$ cat config.mk
export PLATFORM = sky130hd
export DESIGN_NAME = chan_fault_flags
export DESIGN_NICKNAME = d
export VERILOG_FILES = /design/src/rtl/cff_pkg.sv /design/src/rtl/cff_decode.sv /design/src/rtl/cff_perm.sv /design/src/rtl/cff_bank.sv /design/src/rtl/cff_rdport.sv /design/src/rtl/chan_fault_flags.sv
export SDC_FILE = /design/constraint.sdc
export NUM_CORES = 1
export LEC_CHECK = 0
export ABC_AREA = 1
export ABC_CLOCK_PERIOD_IN_PS = 2100
export BUFFER_PORTS_ARGS = -buffer_cell sky130_fd_sc_hd__buf_2
export CAP_MARGIN = 20
export CORE_MARGIN = 10
export CORE_UTILIZATION = 30
export DETAILED_ROUTE_END_ITERATION = 10
export MAX_ROUTING_LAYER = met4
export PLACE_DENSITY = 0.68
export SLEW_MARGIN = 20
export SYNTH_ARGS = -nofsm -noshare
export SYNTH_HDL_FRONTEND = slang
export SYNTH_SLANG_ARGS = --single-unit
$ cat constraint.sdc
create_clock -name clk -period 2.1 [get_ports clk]
set_input_delay 0.21 -clock clk [delete_from_list [all_inputs] [get_ports clk]]
set_output_delay 0.21 -clock clk [all_outputs]
set_load 0.01 [all_outputs]
$ cat src/rtl/cff_pkg.sv
package cff_pkg;

    // Decoded register access for one cycle
    typedef struct packed {
        logic stat_rd;   // read of the status register
        logic clr_rd;    // read of the clear register
        logic other_rd;  // read of any other offset
        logic clr_wr;    // write to the clear register
    } acc_dec_t;

endpackage

$ cat src/rtl/cff_decode.sv
module cff_decode #(
    parameter int          ADDR_W   = 12,
    parameter logic [11:0] STAT_OFS = 12'h100,
    parameter logic [11:0] CLR_OFS  = 12'h104
) (
    input  logic              req_i,
    input  logic              we_i,
    input  logic [ADDR_W-1:0] addr_i,
    output cff_pkg::acc_dec_t dec_o
);
    localparam logic [ADDR_W-1:0] STAT_A = ADDR_W'(STAT_OFS);
    localparam logic [ADDR_W-1:0] CLR_A  = ADDR_W'(CLR_OFS);

    logic hit_stat;
    logic hit_clr;

    always_comb begin
        hit_stat       = (addr_i == STAT_A);
        hit_clr        = (addr_i == CLR_A);
        dec_o.stat_rd  = req_i && !we_i && hit_stat;
        dec_o.clr_rd   = req_i && !we_i && hit_clr;
        dec_o.other_rd = req_i && !we_i && !hit_stat && !hit_clr;
        dec_o.clr_wr   = req_i &&  we_i && hit_clr;
    end
endmodule

$ cat src/rtl/cff_perm.sv
module cff_perm #(
    parameter int NUM_CH = 8
) (
    input  logic [NUM_CH-1:0] ch_secure_i,
    input  logic [NUM_CH-1:0] ch_priv_i,
    input  logic              acc_sec_i,
    input  logic              acc_priv_i,
    output logic [NUM_CH-1:0] allow_o
);
    // One visibility term per channel: the access must meet or exceed the
    // channel's level on both axes.
    for (genvar g = 0; g < NUM_CH; g++) begin : g_ch
        logic priv_ok;
        logic sec_ok;
        always_comb begin
            priv_ok    = acc_priv_i || !ch_priv_i[g];
            sec_ok     = acc_sec_i  || !ch_secure_i[g];
            allow_o[g] = priv_ok && sec_ok;
        end
    end
endmodule

$ cat src/rtl/cff_bank.sv
module cff_bank #(
    parameter int NUM_CH = 8
) (
    input  logic              clk,
    input  logic              rst_n,
    input  logic [NUM_CH-1:0] evt_i,
    input  logic              clr_wr_i,
    input  logic [NUM_CH-1:0] clr_mask_i,
    input  logic [NUM_CH-1:0] allow_i,
    output logic [NUM_CH-1:0] flags_o
);
    typedef struct packed {
        logic [NUM_CH-1:0] flags;
    } bank_st_t;

    bank_st_t st_d, st_q;
    logic [NUM_CH-1:0] clr_hit;

    always_comb begin
        st_d    = st_q;
        clr_hit = clr_wr_i ? (clr_mask_i & allow_i) : '0;
        // Clear first, then set: an event in the same cycle survives
        st_d.flags = (st_q.flags & ~clr_hit) | evt_i;
    end

    always_ff @(posedge clk or negedge rst_n) begin
        if (!rst_n) st_q <= '0;
        else        st_q <= st_d;
    end

    assign flags_o = st_q.flags;
endmodule

$ cat src/rtl/cff_rdport.sv
module cff_rdport #(
    parameter int NUM_CH = 8,
    parameter int DATA_W = 32
) (
    input  logic              clk,
    input  logic              rst_n,
    input  cff_pkg::acc_dec_t dec_i,
    input  logic [NUM_CH-1:0] flags_i,
    input  logic [NUM_CH-1:0] allow_i,
    output logic [DATA_W-1:0] rdata_o
);
    localparam int PAD_W = DATA_W - NUM_CH;

    typedef struct packed {
        logic [DATA_W-1:0] rdata;
    } rd_st_t;

    rd_st_t st_d, st_q;

    always_comb begin
        st_d = st_q;
        if (dec_i.stat_rd)
            st_d.rdata = {{PAD_W{1'b0}}, flags_i & allow_i};
        else if (dec_i.clr_rd || dec_i.other_rd)
            st_d.rdata = '0;
    end

    always_ff @(posedge clk or negedge rst_n) begin
        if (!rst_n) st_q <= '0;
        else        st_q <= st_d;
    end

    assign rdata_o = st_q.rdata;
endmodule

$ cat src/rtl/chan_fault_flags.sv
module chan_fault_flags #(
    parameter int          NUM_CH   = 8,
    parameter int          ADDR_W   = 12,
    parameter int          DATA_W   = 32,
    parameter logic [11:0] STAT_OFS = 12'h100,
    parameter logic [11:0] CLR_OFS  = 12'h104
) (
    input  logic              clk,
    input  logic              rst_n,
    input  logic [NUM_CH-1:0] evt_i,
    input  logic [NUM_CH-1:0] ch_secure_i,
    input  logic [NUM_CH-1:0] ch_priv_i,
    input  logic [NUM_CH-1:0] irq_en_i,
    input  logic              bus_req_i,
    input  logic              bus_we_i,
    input  logic [ADDR_W-1:0] bus_addr_i,
    input  logic [NUM_CH-1:0] bus_wdata_i,
    input  logic              bus_sec_i,
    input  logic              bus_priv_i,
    output logic [DATA_W-1:0] bus_rdata_o,
    output logic              irq_o
);
    cff_pkg::acc_dec_t dec;
    logic [NUM_CH-1:0] allow;
    logic [NUM_CH-1:0] flags_q;

    cff_decode #(
        .ADDR_W  (ADDR_W),
        .STAT_OFS(STAT_OFS),
        .CLR_OFS (CLR_OFS)
    ) u_decode (
        .req_i (bus_req_i),
        .we_i  (bus_we_i),
        .addr_i(bus_addr_i),
        .dec_o (dec)
    );

    cff_perm #(.NUM_CH(NUM_CH)) u_perm (
        .ch_secure_i(ch_secure_i),
        .ch_priv_i  (ch_priv_i),
        .acc_sec_i  (bus_sec_i),
        .acc_priv_i (bus_priv_i),
        .allow_o    (allow)
    );

    cff_bank #(.NUM_CH(NUM_CH)) u_bank (
        .clk       (clk),
        .rst_n     (rst_n),
        .evt_i     (evt_i),
        .clr_wr_i  (dec.clr_wr),
        .clr_mask_i(bus_wdata_i),
        .allow_i   (allow),
        .flags_o   (flags_q)
    );

    cff_rdport #(.NUM_CH(NUM_CH), .DATA_W(DATA_W)) u_rdport (
        .clk    (clk),
        .rst_n  (rst_n),
        .dec_i  (dec),
        .flags_i(flags_q),
        .allow_i(allow),
        .rdata_o(bus_rdata_o)
    );

    assign irq_o = |(flags_q & irq_en_i);
endmodule

# After elaboration in Yosys (flattened, before gate mapping)
# Index checks and enable logic that the tools add are counted.
[totals]
out_inout_bits = 33
register_bits = 40
elab_cells = 66
[classes]
n_eq_ne = 2
n_bitwise = 6
muxes = 3
reduce_logical = 53
[ops]
columns = ["cell", "count"]
rows = [
  ["2-to-1 mux 32 bit", 2],
  ["bitwise AND 8 bit", 4],
  ["== test 12 x 9 -> 1 bit, second input constant", 2],
  ["zero test 1 bit", 19],
  ["logical OR 1 bit", 17],
  ["logical AND 1 bit", 15],
  ["2-to-1 mux 8 bit", 1],
  ["NOT 8 bit", 1],
  ["bitwise OR 8 bit", 1],
  ["OR reduction 8 bit", 1],
  ["nonzero test 2 bit", 1],
]

# Logic depth before layout (Yosys ltp)
# Gate-level depths: netlist of the first run.
[depth]
word_depth = 8
ltp_mapped = 8
ltp_nobuf = 7

# Cells and area by module
# A second synthesis of the first run with hierarchy kept.
[hier_totals]
cells_unflattened = 183
area_unflattened_um2 = 1202.4
[by_module_without_submodules]
columns = ["module", "cells_each", "seq_area_each_um2", "instances", "area_per_inst_um2"]
rows = [
  ["cff_rdport", 60, 200.2, 1, 529.3],
  ["cff_bank", 41, 200.2, 1, 335.3],
  ["cff_decode", 33, 0.0, 1, 153.9],
  ["cff_perm", 34, 0.0, 1, 127.6],
  ["chan_fault_flags", 15, 0.0, 1, 56.3],
]

# Worst setup path before layout of the first run
# Ideal clock, no wire load.
[synth_path]
path_type = "input port to flip-flop"
from = "in bus_addr_i[7]"
to = "reg u_bank.st_q (netlist bit u_bank.flags_o[5])"
required_time_ps = 1984
arrival_time_ps = 890
path_buffers = 1
slack_ps = 1093
stages = 7
setup_time_ps = 116
path_cell_list = "nor2_1 -> nand2_1 -> nor2_2 -> buf_6 -> nand3_2 -> nand2_1 -> nand2_1"
[synth_lines]
columns = ["element", "line_no", "source"]
rows = [
  ["start: declaration", "chan_fault_flags.sv:16", "input logic [ADDR_W-1:0] bus_addr_i,"],
  ["end signal: assignment", "cff_bank.sv:28", "else st_q <= st_d;"],
  ["end: declaration", "cff_bank.sv:16", "bank_st_t st_d, st_q;"],
]

# Final worst setup path of the first run
[layout_path]
from = "reg u_bank.st_q (netlist bit u_bank.flags_o[5])"
to = "out irq_o"
[layout_between]
elab_chain_cells = 2
[layout_lines]
columns = ["element", "line_no", "source"]
rows = [
  ["bitwise AND 8 bit", "chan_fault_flags.sv:65", "assign irq_o = |(flags_q & irq_en_i);"],
  ["OR reduction 8 bit", "chan_fault_flags.sv:65", ""],
  ["end: declaration", "chan_fault_flags.sv:21", "output logic irq_o"],
]
# No other way between the ends.

==> results of run 1 <==
[Yosys cell counts (all sizes together)]
library cell / n
nand4: 1
buf: 25
nand3: 16
nor3: 1
or2: 2
a22o: 4
conb: 1
dfrtp: 16
nor2: 24
inv: 29
nand2: 60
[cells by family (layout without fill, tap and decap cells)]
family	Yosys count	count (layout)	share of synthesized area (%)
AOI/OAI and AO/OA	4	4	2.91
other	1	24	0.312
DFF	16	16	33.3
buffers and inverters	54	100	24.9
and+or+nand+nor	104	104	38.6
[sequential cells by signal (all words and copies together), names as in the netlist]
| signal | count |
|---|---|
| u_bank.flags_o | 8 |
| u_rdport.rdata_o | 8 |
[power by group through the flow]
| stage | clock, mW | sequential [mW] | combinational (mW) |
|---|---|---|---|
| global placement | 0 | 0.314 | 0.134 |
| global route | 0.301 | 0.308 | 0.161 |
| finish | 0.274 | 0.308 | 0.138 |
| floorplan | 0 | 0.314 | 0.101 |
| detailed placement | 0 | 0.314 | 0.137 |
| CTS | 0.285 | 0.308 | 0.138 |
[layout make-up]
cell class	instances	area, um2	area share [%]
multi-input combinational	132	589	37.9
clock buffer	4	55.1	3.54
tap	48	60.1	3.86
timing repair buffer	67	340	21.9
sequential	16	400	25.8
inverter	29	109	7.00
[stage by stage]
| step | std cells | setup slack [ps] | utilization, % |
|---|---|---|---|
| finish | 296 | 721 | 41.2 |
| global route | 296 | 626 | 41.2 |
| CTS | 296 | 691 | 41.2 |
| detailed placement | 291 | 701 | 39.5 |
| global placement | 291 | 736 | 39.5 |
| floorplan | 202 | 1090 | - |
[per-layer routing]
layer,part of all wire (%),vias to the layer above,routed length (um)
met5,0,-,0
met4,0.36,0,13
met3,6.7,2,238
met2,45,52,1620
met1,47,473,1690
li1,-,626,-
[path summary, 6_finish.rpt]
kind / start / end / slack, ps / cells past startpoint
worst max-delay path: u_bank.flags_o[5] / irq_o / 720 / 4
max in group asynchronous: rst_n / u_rdport.rdata_o[6] / 1440 / 2
worst min register to register: u_rdport.rdata_o[3] / u_rdport.rdata_o[3] / 470 / 2
worst max register to register: u_bank.flags_o[3] / u_rdport.rdata_o[3] / 1290 / 4
min in group asynchronous: rst_n / u_bank.flags_o[3] / 400 / 2
worst min-delay path: evt_i[0] / u_bank.flags_o[0] / 140 / 3
[critical path: stages (launching register included)]
cell	delay [ps]
sky130_fd_sc_hd__dfrtp_1	400
sky130_fd_sc_hd__a22o_1	210
sky130_fd_sc_hd__nor2_1	120
sky130_fd_sc_hd__nand2_1	60
sky130_fd_sc_hd__buf_2	140
==> impl_metrics.env, run 1 <==
export IMPL_cts_buffers_inserted=3
export IMPL_mostFrequentLayoutCells="66 x sky130_fd_sc_hd__buf_2, 59 x sky130_fd_sc_hd__nand2_1, 28 x sky130_fd_sc_hd__inv_1"
export IMPL_relSlewSlack_pct=55.4
export IMPL_hold_slack_ps=138
export IMPL_antenna_violating_nets_post_route=0
export IMPL_summed_negative_setup_slack_over_all_endpoints_ps=0
export IMPL_worst_clk_skew_ps=4.82
export IMPL_cts_root_buf="sky130_fd_sc_hd__clkbuf_8"
export IMPL_synth_seq_cells=16
export IMPL_net_switching_power_mw=0.187
export IMPL_setup_violations_final=0
export IMPL_grt_pass1_wl_um=6130
export IMPL_tritoncts_clock_tree="done"
export IMPL_sequential_to_total_area_share_from_yosys_stat_pct=33.3
export IMPL_postCtsHoldBufs=1
export IMPL_design_power_total_mw=0.720
export IMPL_vias_per_cell=3.90
export IMPL_gp_routability_congestion=0.789
export IMPL_postSynthCellCount=179
export IMPL_ctsResizeCount=0
export IMPL_global_route_usage_sum_pct=10.6
export IMPL_grt_use_met2_pct=17.5
export IMPL_timing_critical_path_fanout_max=3
export IMPL_worstMarginPinSlew_ps=669
export IMPL_final_std_cell_area_no_fill_um2=1550
export IMPL_synth_top_cells_by_area="sky130_fd_sc_hd__dfrtp_1 33%, sky130_fd_sc_hd__nand2_1 18%, sky130_fd_sc_hd__buf_4 15%"
export IMPL_dr_pass1_iters=4
export IMPL_insertedDiodeCount=0
export IMPL_max_cap_violations=0
export IMPL_grt_start_max_net_pins=17
export IMPL_place_port_buffers=66
export IMPL_drt_drc_violations_left=0
export IMPL_grtUsageMet1_pct=12.2
export IMPL_grt_antenna_before_repair=0
export IMPL_synthesis_yosys_warnings=0
export IMPL_dr_total_vias=1153
export IMPL_finalHoldViolations=0
export IMPL_clkTransAtPathRegs_ps=70
export IMPL_io_pin_count=91
export IMPL_setup_worst_path_start_class="flop"
export IMPL_dieHeight_um=83.3
export IMPL_worstPathArrival_ps=1170
export IMPL_final_max_slew_viol_count=0
export IMPL_layout_cells_most_common="sky130_fd_sc_hd__buf_2"
export IMPL_rsz0062_at_grt="no"
export IMPL_gr_max_usage_layer="met2"
export IMPL_drive_gt1_share_pct=31.9
export IMPL_hp_class="in2reg"
export IMPL_final_fill_count=427
export IMPL_globalRouteOverflowTotal=0
export IMPL_cp_data_required_time_ps=1890
export IMPL_worst_setup_path_end_kind="output port"
export IMPL_power_leakage_nw=1.06
export IMPL_clk_path_buf_depth=2
export IMPL_syn2layout_area_growth_pct=29.1
export IMPL_shortest_clock_period_the_worst_path_allows_after_layout_ps=1380
export IMPL_totalWireLength_um=3560
export IMPL_post_syn_area_um2=1200
export IMPL_die_area_um2=6950
export IMPL_clock_power_share_pct=38.1
export IMPL_postPlaceCellArea_um2=1490
export IMPL_cell_taking_the_most_area_after_synthesis="sky130_fd_sc_hd__dfrtp_1"
export IMPL_synth_top_area_share_pct=33.3
export IMPL_drt_initial_drc_count=19
export IMPL_switching_fraction_pct=26.0
export IMPL_clock_fmax_mhz=725
export IMPL_timing_setup_critical_path_class="reg2out"
export IMPL_yosys_cell_types_count=18
export IMPL_seq_power_share_pct=42.8
export IMPL_power_ir_vdd_worst_mv=0.284
export IMPL_route_detailed_wl_per_inst_um=12.0
export IMPL_min_period_over_period_pct=65.6
export IMPL_pwr_share_comb_pct=19.1
export IMPL_clk_latency_ps=250
export IMPL_status="complete, no violations"
export IMPL_post_cts_repair_setup_buffers=0
export IMPL_power_density_nw_per_um2=463
export IMPL_global_route_usage_met3_pct=3.91
export IMPL_coreArea_um2=3770
export IMPL_clkSinkCount=16
export IMPL_num_rows=22
export IMPL_initial_utilization_pct=31.9
export IMPL_via_count_of_the_first_global_routing_pass=1386
export IMPL_dp_final_hpwl_um=3060
export IMPL_synth_area_per_cell_um2=6.72
export IMPL_cts_htree_levels=1
export IMPL_design_final_nets=307
export IMPL_design_internal_power_mw=0.533
export IMPL_die_width_um=83.3
Note: power is estimated with default switching activity, not from simulation.
==> inputs of run 2 (changes only) <==
Settings changed: ABC_CLOCK_PERIOD_IN_PS 2100 to 1210, PLACE_DENSITY 0.68 to 0.7.
Clock period 2.1 ns to 1.21 ns, I/O delays scaled along.
==> run 2 against run 1 <==
Against the previous run:
- clock power grew 75%
- largest power group unchanged
- cell area grew 0.64%
- register-to-register slack lost 900 ps
- the run now ends with negative setup slack left
- clock-buffer cell count is the same
- sequential cell count is the same
- worst setup slack lost 800 ps
- final cell count grew 0.34%
- non-clock buffer count grew 1
- via count grew 2.5%
- first-iteration DRC count grew 37%
- clock skew shrank 3.4 ps
- sequential power grew 74%
==> impl_metrics.env, run 2 (synthesized netlist as in run 1, its figures left out) <==
export IMPL_grt_pass1_wl_um=5980
export IMPL_dieHeight_um=83.3
export IMPL_worst_setup_path_end_kind="output port"
export IMPL_grt_start_max_net_pins=17
export IMPL_layout_cells_most_common="sky130_fd_sc_hd__buf_2"
export IMPL_cp_data_required_time_ps=1090
export IMPL_globalRouteOverflowTotal=0
export IMPL_max_cap_violations=0
export IMPL_final_max_slew_viol_count=0
export IMPL_ordered_cell_list_for_the_critical_path="a22o_1 > nor2_1 > nand2_1 > buf_2"
export IMPL_switching_fraction_pct=26.4
export IMPL_gp_routability_congestion=0.790
export IMPL_worstPathArrival_ps=1170
export IMPL_crit_family="flip-flops"
export IMPL_dr_pass1_iters=4
export IMPL_vias_per_cell=3.98
export IMPL_die_area_um2=6950
export IMPL_grt_antenna_before_repair=0
export IMPL_antenna_violating_nets_post_route=0
export IMPL_worst_clk_skew_ps=1.39
export IMPL_insertedDiodeCount=0
export IMPL_syn2layout_area_growth_pct=29.9
export IMPL_dp_final_hpwl_um=3100
export IMPL_coreArea_um2=3770
export IMPL_drt_drc_violations_left=0
export IMPL_drive_gt1_share_pct=32.5
export IMPL_summed_negative_setup_slack_over_all_endpoints_ps=-79.3
export IMPL_power_leakage_nw=1.07
export IMPL_postPlaceCellArea_um2=1500
export IMPL_net_switching_power_mw=0.332
export IMPL_cts_buffers_inserted=3
export IMPL_setup_worst_path_start_class="flop"
export IMPL_dr_total_vias=1182
export IMPL_crit_buf_inv=1
export IMPL_clkSinkCount=16
export IMPL_via_count_of_the_first_global_routing_pass=1354
export IMPL_timing_setup_critical_path_class="reg2out"
export IMPL_rsz0062_at_grt="yes"
export IMPL_clock_power_share_pct=38.2
export IMPL_shortest_clock_period_the_worst_path_allows_after_layout_ps=1290
export IMPL_status="finished with violations"
export IMPL_clock_fmax_mhz=776
export IMPL_worst_slack_ps=-79.3
export IMPL_final_core_utilization_pct=41.5
export IMPL_final_fill_count=407
export IMPL_cts_htree_levels=1
export IMPL_initial_utilization_pct=31.9
export IMPL_io_pin_count=91
export IMPL_final_std_cell_area_no_fill_um2=1560
export IMPL_seq_power_share_pct=42.6
export IMPL_timing_critical_path_fanout_max=3
export IMPL_design_final_nets=308
export IMPL_finalHoldViolations=0
export IMPL_drt_initial_drc_count=26
export IMPL_tritoncts_clock_tree="done"
export IMPL_cts_root_buf="sky130_fd_sc_hd__clkbuf_8"
export IMPL_pwr_share_comb_pct=19.3
export IMPL_clk_latency_ps=250
export IMPL_min_period_over_period_pct=107
export IMPL_dp_slack_ps=124
export IMPL_setup_violations_final=1
export IMPL_route_detailed_wl_per_inst_um=12.2
export IMPL_global_route_usage_sum_pct=10.5
export IMPL_mostFrequentLayoutCells="66 x sky130_fd_sc_hd__buf_2, 59 x sky130_fd_sc_hd__nand2_1, 28 x sky130_fd_sc_hd__inv_1"
export IMPL_totalWireLength_um=3610
export IMPL_failing_checks="negative setup slack"
export IMPL_power_ir_vdd_worst_mv=0.434
export IMPL_crit_slowest_cell="sky130_fd_sc_hd__dfrtp_1"
export IMPL_crit_path_max_incr_delay_ps=400
export IMPL_num_rows=22
export IMPL_setup_reg_to_reg_worst_slack_ps=390
export IMPL_die_width_um=83.3
export IMPL_power_density_nw_per_um2=803
export IMPL_place_port_buffers=66
export IMPL_clk_path_buf_depth=2
export IMPL_design_internal_power_mw=0.925
export IMPL_clkTransAtPathRegs_ps=70
export IMPL_hp_class="in2reg"
==> run 2: power groups by stage <==
stage                     clock network [mW]  logic, mW  registers [mW]
after global routing                   0.517      0.281           0.534
after global placement                     0      0.237           0.545
after floorplan                            0      0.175           0.545
after detailed placement                   0      0.239           0.545
after CTS                              0.489      0.242           0.535
final                                  0.480      0.242           0.535
==> run 2: metal layers <==
layer | global-route usage, % | share of wire, % | vias to the layer above
met1 | 12.6 | 48 | 497
met2 | 16.8 | 46 | 56
met4 | 1.69 | 0 | 0
li1 | - | - | 629
met3 | 3.61 | 6.0 | 0
met5 | - | 0 | -
==> run 2: tightest hold or removal path: cells and delay by family <==
family                 cells  cell delay (ps)
AND/OR/NAND/NOR            1               50
buffers and inverters      2              100
==> run 2: final cells by class <==
cell class	instances	area, um2	share of cell area, %
clock buffers	4	55.1	3.52
inverters	29	109	6.96
repair buffers	68	348	22.2
flip-flops and latches	16	400	25.6
multi-input cells	132	592	37.8
well taps	48	60.1	3.84
==> run 2: timing repair <==
| action | 4_1_cts | 5_1_grt |
|---|---|---|
| endpoints found under the setup margin | 1 | 1 |
| cloned | 0 | 0 |
| hold buffers | 1 | 0 |
| setup buffers | 0 | 0 |
| endpoints found under the hold margin | 16 | 0 |
| gates resized for setup | 0 | 1 |
==> run 2: per-stage QoR <==
step | instances | hold WS, ps | power (mW)
floorplan | 202 | -175 | 0.720
global placement | 292 | 57.3 | 0.782
detailed placement | 292 | 58.5 | 0.784
CTS | 297 | 44.9 | 1.27
global route | 297 | 49.4 | 1.33
finish | 297 | 47.6 | 1.26
==> run 2: final timing paths <==
path,cells past startpoint,from,to
min in group asynchronous,2,rst_n,u_rdport.rdata_o[3]
max,4,u_bank.flags_o[1],irq_o
max reg2reg,4,u_bank.flags_o[7],u_rdport.rdata_o[7]
min,3,evt_i[3],u_bank.flags_o[3]
max in group asynchronous,2,rst_n,u_rdport.rdata_o[2]
min reg2reg,2,u_rdport.rdata_o[0],u_rdport.rdata_o[0]
==> inputs of run 3 (changes only) <==
Settings changed: CORE_ASPECT_RATIO set to 0.5.
==> run 3 against run 2 <==
Against the previous run:
- the flow still finishes with violations (negative setup slack)
- sequential power about the same
- die area up 2.2%
- via count up 3.3%
- core utilization about the same
- worst hold slack better by 6.3 ps
- combinational power about the same
- highest routed layer is now met4
==> impl_metrics.env, run 3 (synthesized netlist as in run 1, its figures left out) <==
export IMPL_status="finished with violations"
export IMPL_failing_checks="negative setup slack"
export IMPL_via_count_of_the_first_global_routing_pass=1221
export IMPL_ordered_cell_list_for_the_critical_path="a22o_1 > nor2_1 > nand2_1 > buf_2"
export IMPL_drt_initial_drc_count=28
export IMPL_worstPathArrival_ps=1140
export IMPL_design_internal_power_mw=0.926
export IMPL_clkSinkCount=16
export IMPL_pwr_share_comb_pct=19.4
export IMPL_design_final_nets=312
export IMPL_power_leakage_nw=1.08
export IMPL_min_period_over_period_pct=104
export IMPL_worst_slack_ps=-47.8
export IMPL_ctsResizeCount=0
export IMPL_crit_path_max_incr_delay_ps=400
export IMPL_cts_htree_levels=1
export IMPL_dr_total_vias=1221
export IMPL_worst_setup_path_end_kind="output port"
export IMPL_shortest_clock_period_the_worst_path_allows_after_layout_ps=1260
export IMPL_coreArea_um2=3880
export IMPL_num_rows=16
export IMPL_mostFrequentLayoutCells="66 x sky130_fd_sc_hd__buf_2, 59 x sky130_fd_sc_hd__nand2_1, 28 x sky130_fd_sc_hd__inv_1"
export IMPL_dr_pass1_iters=4
export IMPL_clock_power_share_pct=37.5
export IMPL_cp_data_required_time_ps=1090
export IMPL_setup_worst_path_start_class="flop"
export IMPL_hp_class="in2reg"
export IMPL_layout_cells_most_common="sky130_fd_sc_hd__buf_2"
export IMPL_cts_buffers_inserted=3
export IMPL_route_detailed_wl_per_inst_um=11.6
export IMPL_finalHoldViolations=0
export IMPL_antenna_violating_nets_post_route=0
export IMPL_power_ir_vdd_worst_mv=0.323
export IMPL_place_port_buffers=66
export IMPL_syn2layout_area_growth_pct=33.9
export IMPL_postPlaceCellArea_um2=1520
export IMPL_seq_power_share_pct=43.1
export IMPL_crit_slowest_cell="sky130_fd_sc_hd__dfrtp_1"
export IMPL_clk_path_buf_depth=2
export IMPL_die_width_um=110
export IMPL_net_switching_power_mw=0.316
export IMPL_power_density_nw_per_um2=771
export IMPL_die_area_um2=7100
export IMPL_cts_root_buf="sky130_fd_sc_hd__clkbuf_8"
export IMPL_worst_clk_skew_ps=1.75
export IMPL_clkTransAtPathRegs_ps=60
export IMPL_timing_setup_critical_path_class="reg2out"
export IMPL_initial_utilization_pct=31.0
export IMPL_clock_fmax_mhz=795
export IMPL_global_route_usage_sum_pct=9.72
export IMPL_io_pin_count=91
export IMPL_clk_latency_ps=250
export IMPL_summed_negative_setup_slack_over_all_endpoints_ps=-47.8
export IMPL_drt_drc_violations_left=0
export IMPL_grt_start_max_net_pins=17
export IMPL_grt_antenna_before_repair=0
export IMPL_globalRouteOverflowTotal=0
export IMPL_dieHeight_um=64.8
export IMPL_dp_slack_ps=121
export IMPL_setup_reg_to_reg_worst_slack_ps=240
export IMPL_gp_routability_congestion=0.847
export IMPL_vias_per_cell=3.98
export IMPL_final_max_slew_viol_count=0
export IMPL_hold_slack_ps=53.9
export IMPL_insertedDiodeCount=0
export IMPL_final_core_utilization_pct=41.5
export IMPL_final_std_cell_area_no_fill_um2=1610
export IMPL_switching_fraction_pct=25.5
export IMPL_totalWireLength_um=3560
export IMPL_rsz0062_at_grt="yes"
export IMPL_drive_gt1_share_pct=33.2
export IMPL_tritoncts_clock_tree="done"
export IMPL_dp_final_hpwl_um=3140
export IMPL_setup_violations_final=1
export IMPL_timing_critical_path_fanout_max=2
export IMPL_grt_pass1_wl_um=5480
export IMPL_max_cap_violations=0
==> run 3: cell types whose count changed in the layout (fill, tap and decap cells not counted), sizes merged <==
cell / previous run / this run
buf: 67 / 71
==> run 3: cell type report <==
| type | count | area, um2 |
|---|---|---|
| Multi-Input combinational cell | 132 | 589 |
| Sequential cell | 16 | 400 |
| Inverter | 29 | 109 |
| Clock buffer | 4 | 55.1 |
| Timing Repair Buffer | 72 | 390 |
| Tap cell | 54 | 67.6 |
| Fill cell | 415 | 2270 |
==> run 3: worst paths after layout <==
| path | from | to | cells after the start |
|---|---|---|---|
| worst max-delay path | u_bank.flags_o[6] | irq_o | 4 |
| worst min-delay path | evt_i[1] | u_bank.flags_o[1] | 3 |
| worst max register to register | u_bank.flags_o[6] | u_rdport.rdata_o[6] | 6 |
| worst min register to register | u_rdport.rdata_o[0] | u_rdport.rdata_o[0] | 2 |
| max in group asynchronous | rst_n | u_bank.flags_o[5] | 2 |
| min in group asynchronous | rst_n | u_rdport.rdata_o[4] | 2 |
==> run 3: metal layers <==
metal | GRT usage [%] | share of wire, % | vias to the layer above
met4 | 2.10 | 1.2 | 0
met2 | 19.7 | 56 | 38
met3 | 1.87 | 7.8 | 6
li1 | - | - | 633
met5 | - | 0 | -
met1 | 9.22 | 35 | 544
==> run 3: through the flow <==
step / std cells / power [mW]
CTS: 306 / 1.26
finish: 307 / 1.24
floorplan: 202 / 0.720
detailed placement: 298 / 0.781
global placement: 298 / 0.775
global route: 307 / 1.31
==> run 3: critical path, delay by kind of cell (launching register included) <==
kind                   cells  cell delay, ps
AO/OA/AOI/OAI              1             210
buffers and inverters      1             140
AND/OR/NAND/NOR            2             150
flip-flops                 1             400
==> run 3: what timing repair did <==
item / in CTS / in global routing
buffers inserted: 3 / 1
hold buffers: 1 / 0
endpoints found under the hold margin: 16 / 0
setup endpoints to repair: 1 / 1
==> run 3: power groups by stage <==
stage / combinational (mW) / clock (mW) / sequential [mW]
2_1_floorplan: 0.175 / 0 / 0.545
3_3_place_gp: 0.231 / 0 / 0.545
4_1_cts: 0.239 / 0.481 / 0.535
5_1_grt: 0.273 / 0.498 / 0.535
3_5_place_dp: 0.236 / 0 / 0.545
6_report: 0.241 / 0.466 / 0.535
